==> src/rtl/disp_tg_pkg.sv <==
package disp_tg_pkg;
  localparam int CW   = 13;        // coordinate width
  localparam int SW   = 12;        // window size field width
  localparam int CCW  = 6;         // colour component width
  localparam int PW   = 3 * CCW;   // pixel width
  localparam int AW   = 4;
  localparam int DW   = 32;
  localparam int NREG = 9;

  localparam int RA_COMMIT = 0;
  localparam int RA_CTRL   = 1;
  localparam int RA_HTIM   = 2;
  localparam int RA_VTIM   = 3;
  localparam int RA_HACT   = 4;
  localparam int RA_VACT   = 5;
  localparam int RA_BG     = 6;
  localparam int RA_WPOS   = 7;
  localparam int RA_WSIZE  = 8;

  localparam int B_HPOL  = 4;
  localparam int B_VPOL  = 5;
  localparam int B_DEPOL = 6;
  localparam int B_BLANK = 18;
  localparam int B_BLACK = 19;

  typedef logic [NREG-1:0][DW-1:0] regset_t;

  typedef struct packed {
    logic [CW-1:0] htotal, hs_end, hst, hend;
    logic [CW-1:0] vtotal, vs_end, vst, vend;
    logic          hs_pol, vs_pol, de_pol, blank, black;
    logic [PW-1:0] bg;
    logic [CW-1:0] wx, wy;
    logic [SW-1:0] ww, wh;
  } tcfg_t;

  function automatic logic [CW-1:0] clamp_end(input logic [CW-1:0] tot,
                                              input logic [CW-1:0] e);
    return (tot <= e) ? tot - CW'(1) : e;
  endfunction

  function automatic tcfg_t decode_cfg(input regset_t w);
    tcfg_t c;
    c.hs_pol = w[RA_CTRL][B_HPOL];
    c.vs_pol = w[RA_CTRL][B_VPOL];
    c.de_pol = w[RA_CTRL][B_DEPOL];
    c.blank  = w[RA_CTRL][B_BLANK];
    c.black  = w[RA_CTRL][B_BLACK];
    c.htotal = w[RA_HTIM][28:16];
    c.hs_end = w[RA_HTIM][CW-1:0];
    c.vtotal = w[RA_VTIM][28:16];
    c.vs_end = w[RA_VTIM][CW-1:0];
    c.hst    = w[RA_HACT][28:16];
    c.hend   = clamp_end(c.htotal, w[RA_HACT][CW-1:0]);
    c.vst    = w[RA_VACT][28:16];
    c.vend   = clamp_end(c.vtotal, w[RA_VACT][CW-1:0]);
    c.bg     = {w[RA_BG][25:20], w[RA_BG][15:10], w[RA_BG][5:0]};
    c.wy     = w[RA_WPOS][28:16];
    c.wx     = w[RA_WPOS][CW-1:0];
    c.wh     = w[RA_WSIZE][27:16];
    c.ww     = w[RA_WSIZE][SW-1:0];
    return c;
  endfunction
endpackage

==> src/rtl/dtg_regs.sv <==
module dtg_regs
  import disp_tg_pkg::*;
#(
  parameter regset_t DEF_W = '0
) (
  input  logic          clk,
  input  logic          rst,
  input  logic          we,
  input  logic [AW-1:0] addr,
  input  logic [DW-1:0] wdata,
  input  logic          frame_end,
  output logic [DW-1:0] rdata,
  output tcfg_t         work
);
  regset_t shadow;
  logic    pending;
  logic    commit_we, load;

  assign commit_we = we && (addr == AW'(RA_COMMIT));
  assign load      = frame_end && pending;

  always_ff @(posedge clk) begin
    if (rst) begin
      shadow  <= DEF_W;
      pending <= 1'b0;
      work    <= decode_cfg(DEF_W);
      rdata   <= '0;
    end else begin
      rdata <= '0;
      for (int i = 1; i < NREG; i++) begin
        if (addr == AW'(i)) rdata <= shadow[i];
        if (we && addr == AW'(i)) shadow[i] <= wdata;
      end
      if (load) work <= decode_cfg(shadow);
      if (commit_we) pending <= 1'b1;
      else if (load) pending <= 1'b0;
    end
  end
endmodule

==> src/rtl/dtg_counters.sv <==
module dtg_counters
  import disp_tg_pkg::*;
(
  input  logic          clk,
  input  logic          rst,
  input  logic [CW-1:0] htotal,
  input  logic [CW-1:0] vtotal,
  output logic [CW-1:0] hcnt,
  output logic [CW-1:0] vcnt,
  output logic          frame_end
);
  logic hwrap, vwrap;

  assign hwrap     = hcnt >= htotal - CW'(1);
  assign vwrap     = vcnt >= vtotal - CW'(1);
  assign frame_end = hwrap && vwrap;

  always_ff @(posedge clk) begin
    if (rst) begin
      hcnt <= '0;
      vcnt <= '0;
    end else if (hwrap) begin
      hcnt <= '0;
      vcnt <= vwrap ? '0 : vcnt + CW'(1);
    end else begin
      hcnt <= hcnt + CW'(1);
    end
  end
endmodule

==> src/rtl/dtg_pixel.sv <==
module dtg_pixel
  import disp_tg_pkg::*;
(
  input  logic          clk,
  input  logic          rst,
  input  tcfg_t         cfg,
  input  logic [CW-1:0] hcnt,
  input  logic [CW-1:0] vcnt,
  input  logic [PW-1:0] pix_in,
  output logic          hsync,
  output logic          vsync,
  output logic          de,
  output logic          pix_valid,
  output logic [CW-1:0] win_x,
  output logic [CW-1:0] win_y,
  output logic [PW-1:0] pix_out
);
  logic          hs_on, vs_on, act, in_x, in_y, inwin, shown, valid;
  logic [CW:0]   wx_last, wy_last;
  logic [PW-1:0] data;

  assign wx_last = {1'b0, cfg.wx} + {2'b00, cfg.ww};
  assign wy_last = {1'b0, cfg.wy} + {2'b00, cfg.wh};

  always_comb begin
    hs_on = hcnt < cfg.hs_end;
    vs_on = vcnt < cfg.vs_end;
    act   = (hcnt >= cfg.hst) && (hcnt < cfg.hend) &&
            (vcnt >= cfg.vst) && (vcnt < cfg.vend);
    in_x  = (hcnt >= cfg.wx) && ({1'b0, hcnt} <= wx_last);
    in_y  = (vcnt >= cfg.wy) && ({1'b0, vcnt} <= wy_last);
    inwin = act && in_x && in_y;
    shown = act && !cfg.blank;
    valid = inwin && !cfg.blank;
    if (!shown || cfg.black) data = '0;
    else if (inwin)          data = pix_in;
    else                     data = cfg.bg;
  end

  always_ff @(posedge clk) begin
    if (rst) begin
      hsync     <= 1'b0;
      vsync     <= 1'b0;
      de        <= 1'b0;
      pix_valid <= 1'b0;
      win_x     <= '0;
      win_y     <= '0;
      pix_out   <= '0;
    end else begin
      hsync     <= cfg.hs_pol ? hs_on : !hs_on;
      vsync     <= cfg.vs_pol ? vs_on : !vs_on;
      de        <= cfg.de_pol ? shown : !shown;
      pix_valid <= valid;
      win_x     <= valid ? hcnt - cfg.wx : '0;
      win_y     <= valid ? vcnt - cfg.wy : '0;
      pix_out   <= data;
    end
  end
endmodule

==> src/rtl/disp_timing_gen.sv <==
module disp_timing_gen
  import disp_tg_pkg::*;
#(
  parameter logic [CW-1:0] DEF_HTOTAL   = 13'd32,
  parameter logic [CW-1:0] DEF_HSYNC    = 13'd4,
  parameter logic [CW-1:0] DEF_HACT_ST  = 13'd8,
  parameter logic [CW-1:0] DEF_HACT_END = 13'd24,
  parameter logic [CW-1:0] DEF_VTOTAL   = 13'd16,
  parameter logic [CW-1:0] DEF_VSYNC    = 13'd2,
  parameter logic [CW-1:0] DEF_VACT_ST  = 13'd4,
  parameter logic [CW-1:0] DEF_VACT_END = 13'd12
) (
  input  logic          clk,
  input  logic          rst,
  input  logic          cfg_we,
  input  logic [3:0]    cfg_addr,
  input  logic [31:0]   cfg_wdata,
  output logic [31:0]   cfg_rdata,
  input  logic [17:0]   pix_in,
  output logic          hsync,
  output logic          vsync,
  output logic          de,
  output logic          pix_valid,
  output logic [12:0]   win_x,
  output logic [12:0]   win_y,
  output logic [17:0]   pix_out
);
  localparam logic [DW-1:0] DEF_CTRL =
    DW'((1 << B_HPOL) | (1 << B_VPOL) | (1 << B_DEPOL) | (1 << B_BLANK));
  localparam regset_t DEF_W = {
    32'h0, 32'h0, 32'h0,
    {3'b0, DEF_VACT_ST, 3'b0, DEF_VACT_END},
    {3'b0, DEF_HACT_ST, 3'b0, DEF_HACT_END},
    {3'b0, DEF_VTOTAL,  3'b0, DEF_VSYNC},
    {3'b0, DEF_HTOTAL,  3'b0, DEF_HSYNC},
    DEF_CTRL,
    32'h0
  };

  tcfg_t         work;
  logic [CW-1:0] hcnt, vcnt;
  logic          frame_end;

  dtg_regs #(.DEF_W(DEF_W)) u_regs (
    .clk(clk), .rst(rst), .we(cfg_we), .addr(cfg_addr), .wdata(cfg_wdata),
    .frame_end(frame_end), .rdata(cfg_rdata), .work(work)
  );

  dtg_counters u_cnt (
    .clk(clk), .rst(rst), .htotal(work.htotal), .vtotal(work.vtotal),
    .hcnt(hcnt), .vcnt(vcnt), .frame_end(frame_end)
  );

  dtg_pixel u_pix (
    .clk(clk), .rst(rst), .cfg(work), .hcnt(hcnt), .vcnt(vcnt),
    .pix_in(pix_in), .hsync(hsync), .vsync(vsync), .de(de),
    .pix_valid(pix_valid), .win_x(win_x), .win_y(win_y), .pix_out(pix_out)
  );
endmodule

==> config.mk <==
export PLATFORM = sky130hd
export DESIGN_NAME = disp_timing_gen
export DESIGN_NICKNAME = d
export VERILOG_FILES = /design/src/rtl/disp_tg_pkg.sv /design/src/rtl/dtg_regs.sv /design/src/rtl/dtg_counters.sv /design/src/rtl/dtg_pixel.sv /design/src/rtl/disp_timing_gen.sv
export SDC_FILE = /design/constraint.sdc
export NUM_CORES = 1
export LEC_CHECK = 0
export ABC_AREA = 1
export BUFFER_PORTS_ARGS = -buffer_cell sky130_fd_sc_hd__buf_2
export CAP_MARGIN = 10
export CELL_PAD_IN_SITES_DETAIL_PLACEMENT = 1
export CELL_PAD_IN_SITES_GLOBAL_PLACEMENT = 1
export CORE_ASPECT_RATIO = 0.6
export CORE_MARGIN = 2
export CORE_UTILIZATION = 47
export CTS_BUF_LIST = sky130_fd_sc_hd__clkbuf_8
export DETAILED_ROUTE_END_ITERATION = 6
export GPL_TIMING_DRIVEN = 0
export PLACE_DENSITY_LB_ADDON = 0.1
export RECOVER_POWER = 25
export SYNTH_ARGS = -nofsm -noshare
export SYNTH_HDL_FRONTEND = slang
export SYNTH_HIERARCHICAL = 1
export SYNTH_SLANG_ARGS = --single-unit
==> constraint.sdc <==
create_clock -name clk -period 4.8 [get_ports clk]
set_clock_uncertainty 0.2 [all_clocks]
set_input_delay 0.96 -clock clk [delete_from_list [all_inputs] [get_ports clk]]
set_output_delay 0.96 -clock clk [all_outputs]
set_load 0.05 [all_outputs]
== Yosys cells after proc, flatten, opt, wreduce, memory -nomap -nowiden ==
Cells that the tools add are included.

* Register bits after elaboration: 540
* Input bits: 57
* Output and inout port bits: 80
* Word-level logic and storage cells: 117

* $add $sub $neg: 10
* Order comparisons: 14
* Equality and inequality tests: 8
* Mux-type cells: 17
* Bitwise logic cells: 1
* Reductions and logical operators: 30

{| class="wikitable"
|+ Operator list
! kind !! number
|-
| $mux W32 || 8
|-
| $ge A13 B13 Y1 || 6
|-
| $lt A13 B13 Y1 || 4
|-
| $sub A13 B1 Y13 const B || 4
|-
| $mux W13 || 3
|-
| $add A13 B12 Y14 || 2
|-
| $le A13 B14 Y1 || 2
|-
| $add A13 B1 Y13 const B || 2
|-
| $le A13 B13 Y1 || 2
|-
| $sub A13 B13 Y13 || 2
|-
| $logic_and A1 B1 Y1 || 20
|-
| $mux W18 || 1
|-
| $eq A4 B3 Y1 const B || 4
|-
| $eq A4 B2 Y1 const B || 2
|-
| $reduce_or A2 Y1 || 3
|-
| $mux W1 || 5
|-
| $eq A4 B1 Y1 const B || 1
|-
| $eq A4 B4 Y1 const B || 1
|-
| $logic_not A1 Y1 || 4
|-
| $logic_not A4 Y1 || 1
|-
| $reduce_bool A2 Y1 || 1
|-
| $logic_or A1 B1 Y1 || 1
|-
| $not A1 Y1 || 1
|}

== Depth between registers and ports, before layout ==
Gate-level depths: netlist of the first run.

* Depth in word-level cells: 9
* Gate-level depth with buffers: 25
* Mapped depth without buffers: 23

== Modules after synthesis ==
The synthesis of the first run kept the hierarchy.

{| class="wikitable"
|+ By module, submodules not included
! module !! instances !! cells an instance !! area each (um2) !! seq. area each (um2)
|-
| dtg_regs || 1 || 2465 || 18741.7 || 9328.9
|-
| dtg_pixel || 1 || 949 || 6465.0 || 960.9
|-
| dtg_counters || 1 || 384 || 2469.9 || 520.5
|}

== Least setup slack after synthesis of the first run ==
Ideal clock, no wire load.

* Path type: register -> register
* Start: register, netlist name u_regs/work[24]
* End: register u_pix.pix_out[0]
* Data arrival time: 3.253 ns
* Slack: 1.235 ns
* Stages on the path, launching flop included: 24
* Path buffers: 2
* Cell sequence: dfxtp_1 -> ha_1 -> inv_1 -> fa_1 -> o21ai_0 -> a21oi_1 -> o21ai_0 -> a21oi_1 -> o21bai_1 -> xor2_1 -> ha_1 -> and3_1 -> nand3_1 -> o21a_1 -> nand3_1 -> inv_1 -> nand2_1 -> nand2_4 -> nor2_4 -> buf_6 -> buf_6 -> nand2_1 -> nand2_1 -> nor2_1

* Longest elaborated chain between the ends: 5
* Elaborated cells between the ends (all ways): 6
* Classes of those cells: add/sub (1); order compare (2); mux (1); reduce/logical (2)

{| class="wikitable"
|+ RTL lines
! element !! RTL line !! RTL
|-
| $add A13 B12 Y14 || dtg_pixel.sv:23 || <nowiki>assign wy_last = {1'b0, cfg.wy} + {2'b00, cfg.wh};</nowiki>
|-
| $le A13 B14 Y1 || dtg_pixel.sv:31 || <nowiki>in_y = (vcnt >= cfg.wy) && ({1'b0, vcnt} <= wy_last);</nowiki>
|-
| $logic_and A1 B1 Y1 * || dtg_pixel.sv:31 ||
|-
| $logic_and A1 B1 Y1 * || dtg_pixel.sv:32 || <nowiki>inwin = act && in_x && in_y;</nowiki>
|-
| $mux W18 * || dtg_pixel.sv:36 || <nowiki>else if (inwin) data = pix_in;</nowiki>
|-
| end signal: assignment || dtg_pixel.sv:56 || <nowiki>pix_out <= data;</nowiki>
|-
| end: declaration || dtg_pixel.sv:16 || <nowiki>output logic [PW-1:0] pix_out</nowiki>
|}

Mark *: on every way between the ends. The rest lies on a longest branch, timed or not.
A chain may end at the register's enable or synchronous reset.

== Final worst setup path of the first run ==
* Start: register, netlist name u_regs/work[164]
* End: register, netlist name u_regs/work[23]

* Longest elaborated chain between the ends: 4

{| class="wikitable"
|+ RTL lines
! element !! RTL line !! RTL
|-
| $sub A13 B1 Y13 || dtg_counters.sv:14 || <nowiki>assign hwrap = hcnt >= htotal - CW'(1);</nowiki>
|-
| $ge A13 B13 Y1 || dtg_counters.sv:14 ||
|-
| $logic_and A1 B1 Y1 || dtg_counters.sv:16 || <nowiki>assign frame_end = hwrap && vwrap;</nowiki>
|-
| net frame_end || disp_timing_gen.sv:42 || <nowiki>logic frame_end;</nowiki>
|-
| $logic_and A1 B1 Y1 || dtg_regs.sv:20 || <nowiki>assign load = frame_end && pending;</nowiki>
|}

The timed path passes the listed nets, and every way through them passes these cells.

==> run summary, run 1 <==
Status: finished clean
Core Region: 57,900 sq um
Worst skew pair latency: 0.74 ns
Area of the multi-input gates: 14,100 sq um
Leak pwr: 14.1 nW
Residual DRC count: 0
Critical-path top delay cell: clkbuf_1
CP dominant cell by count: nand2_1
# nets final: 4,288
Worst EP arrival: 5.02 ns
CP Launch Type: register
Critical path peak fanout: 10
Top achievable clock speed: 218 MHz
Share of the synthesized area in the top cell type: 39.1%
Worst min-delay path category: register to register
R2R Setup Slk: 0.22 ns
Total congestion overflow: 0
Net count after synthesis: 4,067
Die Y: 192 um
DP Wirelength: 97,500 um
Wirelength per Cell: 25.7 um
Max incr delay on CP: 0.56 ns
Final setup fails: 0
Area leader, netlist: dfxtp_1
Placement Rows: 68
Fill cell count: 7,598
Post-Route Setup TNS: 0 ns
First-pass GRT wire length: 181,000 um
All-Layer GR Usage: 40.8%
Area Overhead vs Synth: 12.8%
CTS Hold Bufs: 0
CTS Sinks: 540
DR pass1 iterations: 5
Reg clk slew, reported paths: 0.06 ns
I/O Buffers: 134
CTS tree: yes
Average cell area after synthesis: 7.29 sq um
Worst hold slack: 0.254 ns
Initial antenna violation count: 8
Final hold vios: 0
Final Max Tran Viols: 0
Setup WS post-layout: 0.216 ns
Fraction of layout cells with a size suffix above 1: 9.52%
Max IR drop VDD: 0.201 mV
TritonCTS Buffers: 85
Largest cells by area after synthesis: dfxtp_1 39%, ha_1 9.4%, a21oi_1 8.3%
Initial drt markers: 3,403
Final Cycle Share: 95.5%
Sequential area share after synthesis: 39.1%
Async S/R FF share, synth: 0%
Synth Cell Area: 27,700 sq um
Critical path type: register to register
Largest net degree at the start of global routing: 13
Post-Synthesis Cells: 3,798
Die area: 60,900 sq um
Drt via density: 5.87
Critical-path cell list: inv_1 -> ha_1 -> nand3_1 -> nor3_2 -> nand2_1 -> nor2_1 -> xnor2_1 -> ha_1 -> nand2_1 -> nand2_1 -> nand2_1 -> nand2_1 -> a21oi_2 -> nand3_4 -> buf_6 -> nand2_1 -> inv_1 -> nand2_2 -> clkbuf_1 -> o21ai_0 -> nor2_1
Crit. End Element: register
Worst slack at placement: -0.695 ns
Max Cap Violations: 0
Clk buf depth: 3
Routability cong.: 1.07
Most common cell in the netlist: dfxtp_1
FF+latch area: 10,800 sq um
CP bufs+invs: 4
Final ANT Viol Nets: 0
Crit path max-delay family: simple AND/OR/NAND/NOR gates
Worst-Margin Slew: 1.24 ns
Initial Util: 47.8%
Routed via count: 28,500
Yosys cell types: 53
Root Driver: clkbuf_8
Flop and latch count out of synthesis: 540
RSZ-0062 raised after global routing: no
I/O Pins: 137
WP data required: 5.23 ns
Vias in the first global route: 27,300
Pwr/cell area: 308 nW/um^2
Synth Flop Type: dfxtp_1
Commonest cells post-synth: 540 x dfxtp_1, 517 x nand2_1, 500 x inv_1
Ys Warns: 6
Post-synth EDFFs: 0
Min cycle time layout: 4.58 ns
Slew margin rel.: 17.2%
Die width: 317 um
H-tree Lvls: 3
Routed wire length: 125,000 um
[where the power goes]
| group | switching, mW | internal (mW) |
|---|---|---|
| clock | 2.03 | 2.26 |
| sequential | 0.0416 | 4.54 |
| combinational | 0.570 | 0.179 |
| total | 2.65 | 6.98 |
[repair_timing]
item / 4_1_cts / 5_1_grt
setup buffers: 0 / 0
setup endpoints to repair: 180 / 205
gates resized for setup: 26 / 29
[layout by cell type, fill, tap and decap left out, types with 59 or more instances in the layout]
cell,instances
ha_1,208
dfxtp_1,538
xor2_1,59
nand2_1,516
buf_2,172
nor2_1,392
a21oi_1,459
inv_1,522
clkbuf_8,116
nand3_1,168
clkbuf_1,110
o21ai_0,455
[worst register-to-register path, stage by stage, from the launching register on]
cell and delay (ns):
dfxtp_1 0.31, inv_1 0.12, ha_1 0.24, nand3_1 0.18
nor3_2 0.26, nand2_1 0.11, nor2_1 0.13, xnor2_1 0.14
ha_1 0.28, nand2_1 0.08, nand2_1 0.06, nand2_1 0.07
nand2_1 0.08, a21oi_2 0.19, nand3_4 0.25, buf_6 0.27
nand2_1 0.06, inv_1 0.07, nand2_2 0.24, clkbuf_1 0.57
o21ai_0 0.44, nor2_1 0.18
[cell families (layout without fill, tap and decap cells)]
kind of cell,count (synthesis),after routing,synth area share (%)
compound gates,1064,1064,20.3
xor+xnor,92,92,2.91
fa+ha+maj,212,212,9.69
buf+inv,700,986,9.94
flops,540,540,39.1
other cells,0,5,0
simple gates,1190,1190,18.1
[layer usage]
layer | part of all wire [%] | track usage, % | wire [um] | vias to the layer above
met4 | 2.4 | 10.7 | 3040 | 4
met3 | 14 | 14.8 | 17000 | 203
met2 | 38 | 53.8 | 47000 | 1518
met1 | 46 | 61.1 | 58000 | 13900
met5 | 0.076 | 1.06 | 95 | -
li1 | - | - | - | 12900
[stage by stage]
stage / cells / total power [mW] / instance area [sq um] / util (%)
3_5_place_dp: 4702 / 5.38 / 29300 / 50.7
4_1_cts: 4854 / 9.60 / 31200 / 53.9
2_1_floorplan: 3798 / 5.06 / 27700 / -
5_1_grt: 4854 / 9.89 / 31200 / 53.9
3_3_place_gp: 4702 / 5.37 / 29300 / 50.7
6_report: 4859 / 9.63 / 31200 / 54.0
[state kept, by name (all words and copies together), names as in the netlist]
signal and flops:
u_regs/shadow 256, u_regs/work 177, u_regs/rdata 32, u_pix/pix_out 18, u_cnt/hcnt 13, u_cnt/vcnt 13, u_pix/win_x 13, u_pix/win_y 13
u_pix/de 1, u_pix/hsync 1, u_pix/pix_valid 1, u_pix/vsync 1, u_regs/pending 1
[worst paths after layout]
kind              cells after the start            endpoint               start
hold / removal                        2  u_regs/shadow[239]  u_regs/shadow[239]
hold reg to reg                       2  u_regs/shadow[239]  u_regs/shadow[239]
setup / recovery                     21     u_regs/work[23]    u_regs/work[164]
setup reg to reg                     21     u_regs/work[23]    u_regs/work[164]
[cell type report]
cell class                      instances  area share [%]
Antenna cell                            5          0.0401
Buffer                                186            2.80
Clock buffer                          116            5.11
Clock inverter                         36           0.749
Inverter                              514            6.18
Multi-Input combinational cell       2558            45.3
Sequential cell                       540            34.6
Tap cell                              770            3.09
Timing Repair Buffer                  134            2.14
Note: power is estimated with default switching activity, not from simulation.
==> inputs of run 2 (changes only) <==
ABC_CLOCK_PERIOD_IN_PS = 4800   (was not set)
PLACE_DENSITY = 0.88   (was not set)
PLACE_DENSITY_LB_ADDON = not set   (was 0.1)
==> run summary, run 2 (same netlist as run 1, synthesis figures left out) <==
Status: finished clean
Post-route cell area: 31,000 sq um (-0.54%)
Finished Layout Cells: 4,859 (unchanged)
Worst slack at placement: -0.619 ns (+0.0757 ns)
RSZ-0062 raised after global routing: no
Final ANT Viol Nets: 0 (unchanged)
Biggest register: u_regs/shadow
Pwr/cell area: 306 nW/um^2 (-0.83%)
Critical-path cell list: inv_1 -> ha_1 -> nand3_1 -> nor3_2 -> nand2_1 -> xor2_1 -> ha_1 -> nand2_1 -> nor2_2 -> inv_1 -> nor2_1 -> nand2_1 -> nand3_4 -> buf_6 -> nand2_1 -> inv_1 -> nand2_1 -> inv_1 -> buf_4 -> buf_2 -> o21ai_0 -> a21oi_1
Slew margin rel.: 17.6% (+0.39 points)
Initial drt markers: 3,842 (+13%)
Worst Hold Path Cells: 2 (unchanged)
Fraction of layout cells with a size suffix above 1: 8.11% (-1.4 points)
Area Overhead vs Synth: 12.2%
Worst-Margin Slew: 1.23 ns (-0.0105 ns)
First-pass GRT wire length: 182,000 um (+0.59%)
R2R cell count: 22 (+4.8%)
Area of the multi-input gates: 14,100 sq um (about the same)
Worst min-delay path category: register to register
Max IR drop VDD: 0.201 mV (about the same)
I/O Pins: 137 (unchanged)
Routed wire length: 127,000 um (+1.2%)
Vias in the first global route: 28,200 (+3.3%)
Residual DRC count: 0 (unchanged)
Initial antenna violation count: 8 (unchanged)
H-tree Lvls: 3 (unchanged)
Most common cell after layout, fill and taps aside: dfxtp_1
Critical R2R Launch: u_regs/work[164]
Critical-path top delay cell: buf_2
CP Launch Type: register
Worst hold slack: 0.260 ns (+0.00597 ns)
Final hold vios: 0 (unchanged)
Die width: 317 um (unchanged)
DR pass1 iterations: 6 (+1)
Final setup fails: 0 (unchanged)
CTS Sinks: 540 (unchanged)
Fill cell count: 7,614 (+0.21%)
WP data required: 5.20 ns (-0.03 ns)
I/O Buffers: 134 (unchanged)
Crit. End Element: register
Critical path type: register to register
Max incr delay on CP: 0.41 ns (-0.15 ns)
Max reg flops: 256 (unchanged)
DP Wirelength: 97,400 um (-0.11%)
Wirelength per Cell: 26.1 um (+1.2%)
Routed via count: 29,400 (+3.2%)
Worst EP arrival: 5.06 ns (+0.04 ns)
Die Y: 192 um (unchanged)
R2R Setup Slk: 0.14 ns (-0.07 ns)
FF+latch area: 10,800 sq um (about the same)
Max Cap Violations: 0 (unchanged)
All-Layer GR Usage: 40.9% (+0.085 points)
Final core utilization: 53.7% (-0.29 points)
Most frequent cells in the layout: 539 x dfxtp_1, 526 x inv_1, 519 x nand2_1
Worst r2r dst: u_regs/work[52]
TritonCTS Buffers: 84 (-1.2%)
CTS tree: yes
DP Cell Count: 4,702 (unchanged)
Placement Rows: 68 (unchanged)
Largest regs: u_regs/shadow x256, u_regs/work x177, u_regs/rdata x32
Clk buf depth: 3 (unchanged)
CP Launch Point: u_regs/work[164]
Top achievable clock speed: 215 MHz (-1.6%)
Setup WS post-layout: 0.141 ns (-0.0749 ns)
# nets final: 4,288 (unchanged)
CP dominant cell by count: nand2_1
Leak pwr: 13.8 nW (-1.6%)
Reg clk slew, reported paths: 0.07 ns (about the same)
Initial Util: 47.8% (unchanged)
Routability cong.: 1.10 (+3.6%)
Root Driver: clkbuf_8
Die area: 60,900 sq um (unchanged)
Final Max Tran Viols: 0 (unchanged)
Post-Route Setup TNS: 0 ns (unchanged)
Final Cycle Share: 97.1% (+1.6 points)
Placed inst area: 29,300 sq um (unchanged)
Drt via density: 6.06 (+3.2%)
Min cycle time layout: 4.66 ns (+0.0749 ns)
Pwr Total: 9.50 mW (-1.4%)
Worst skew pair latency: 0.72 ns (-0.02 ns)
Worst setup endpoint: u_regs/work[52]
Largest net degree at the start of global routing: 12 (-1)
Core Region: 57,900 sq um (unchanged)
Total congestion overflow: 0 (unchanged)
Critical path peak fanout: 10 (unchanged)
[run 2: what timing repair did]
item / 4_1_cts / 5_1_grt
pin swaps: 1 / 0
buffers inserted: 1 / 0
setup endpoints to repair: 122 / 169
hold buffers: 0 / 0
resized for setup: 15 / 37
[run 2: critical path: cells and delay by family, from the launching register on]
family,cells,cell delay (ns)
simple gates,10,1.53
buf+inv,7,1.44
fa+ha+maj,2,0.53
flops,1,0.32
compound gates,2,0.32
xor+xnor,1,0.17
[run 2: per-layer routing]
layer | wire (um) | vias to the layer above | global-route usage, %
met1 | 54700 | 14300 | 57.2
met3 | 19900 | 291 | 19.4
met2 | 47800 | 1914 | 54.4
met5 | 205 | - | 1.87
li1 | - | 12900 | -
met4 | 3890 | 8 | 12.7
[run 2: cell type report]
cell class              count  share of cell area [%]
well taps                 770                    3.10
diodes                      6                  0.0484
flip-flops and latches    540                    34.8
clock inverters            42                   0.806
repair buffers            135                    1.99
plain buffers             186                    2.74
clock buffers             108                    4.79
multi-input cells        2558                    45.5
inverters                 514                    6.21
[run 2: worst min path at each step]
stage / startpoint / to / slack (ns)
2_1_floorplan: u_regs/shadow[237] / u_regs/shadow[237] / 0.22
3_3_place_gp: u_regs/shadow[253] / u_regs/shadow[253] / 0.23
3_5_place_dp: u_regs/shadow[110] / u_regs/shadow[110] / 0.25
4_1_cts: u_regs/shadow[110] / u_regs/shadow[110] / 0.26
5_1_grt: u_regs/shadow[238] / u_regs/shadow[238] / 0.27
6_report: u_regs/shadow[59] / u_regs/shadow[59] / 0.26
[run 2: report_power, final]
part / switching [mW] / internal (mW) / leakage [nW]
Combinational: 0.583 / 0.177 / 8.46
Clock: 2.02 / 2.13 / 1.00
Sequential: 0.0443 / 4.54 / 4.36
Total: 2.65 / 6.85 / 13.8
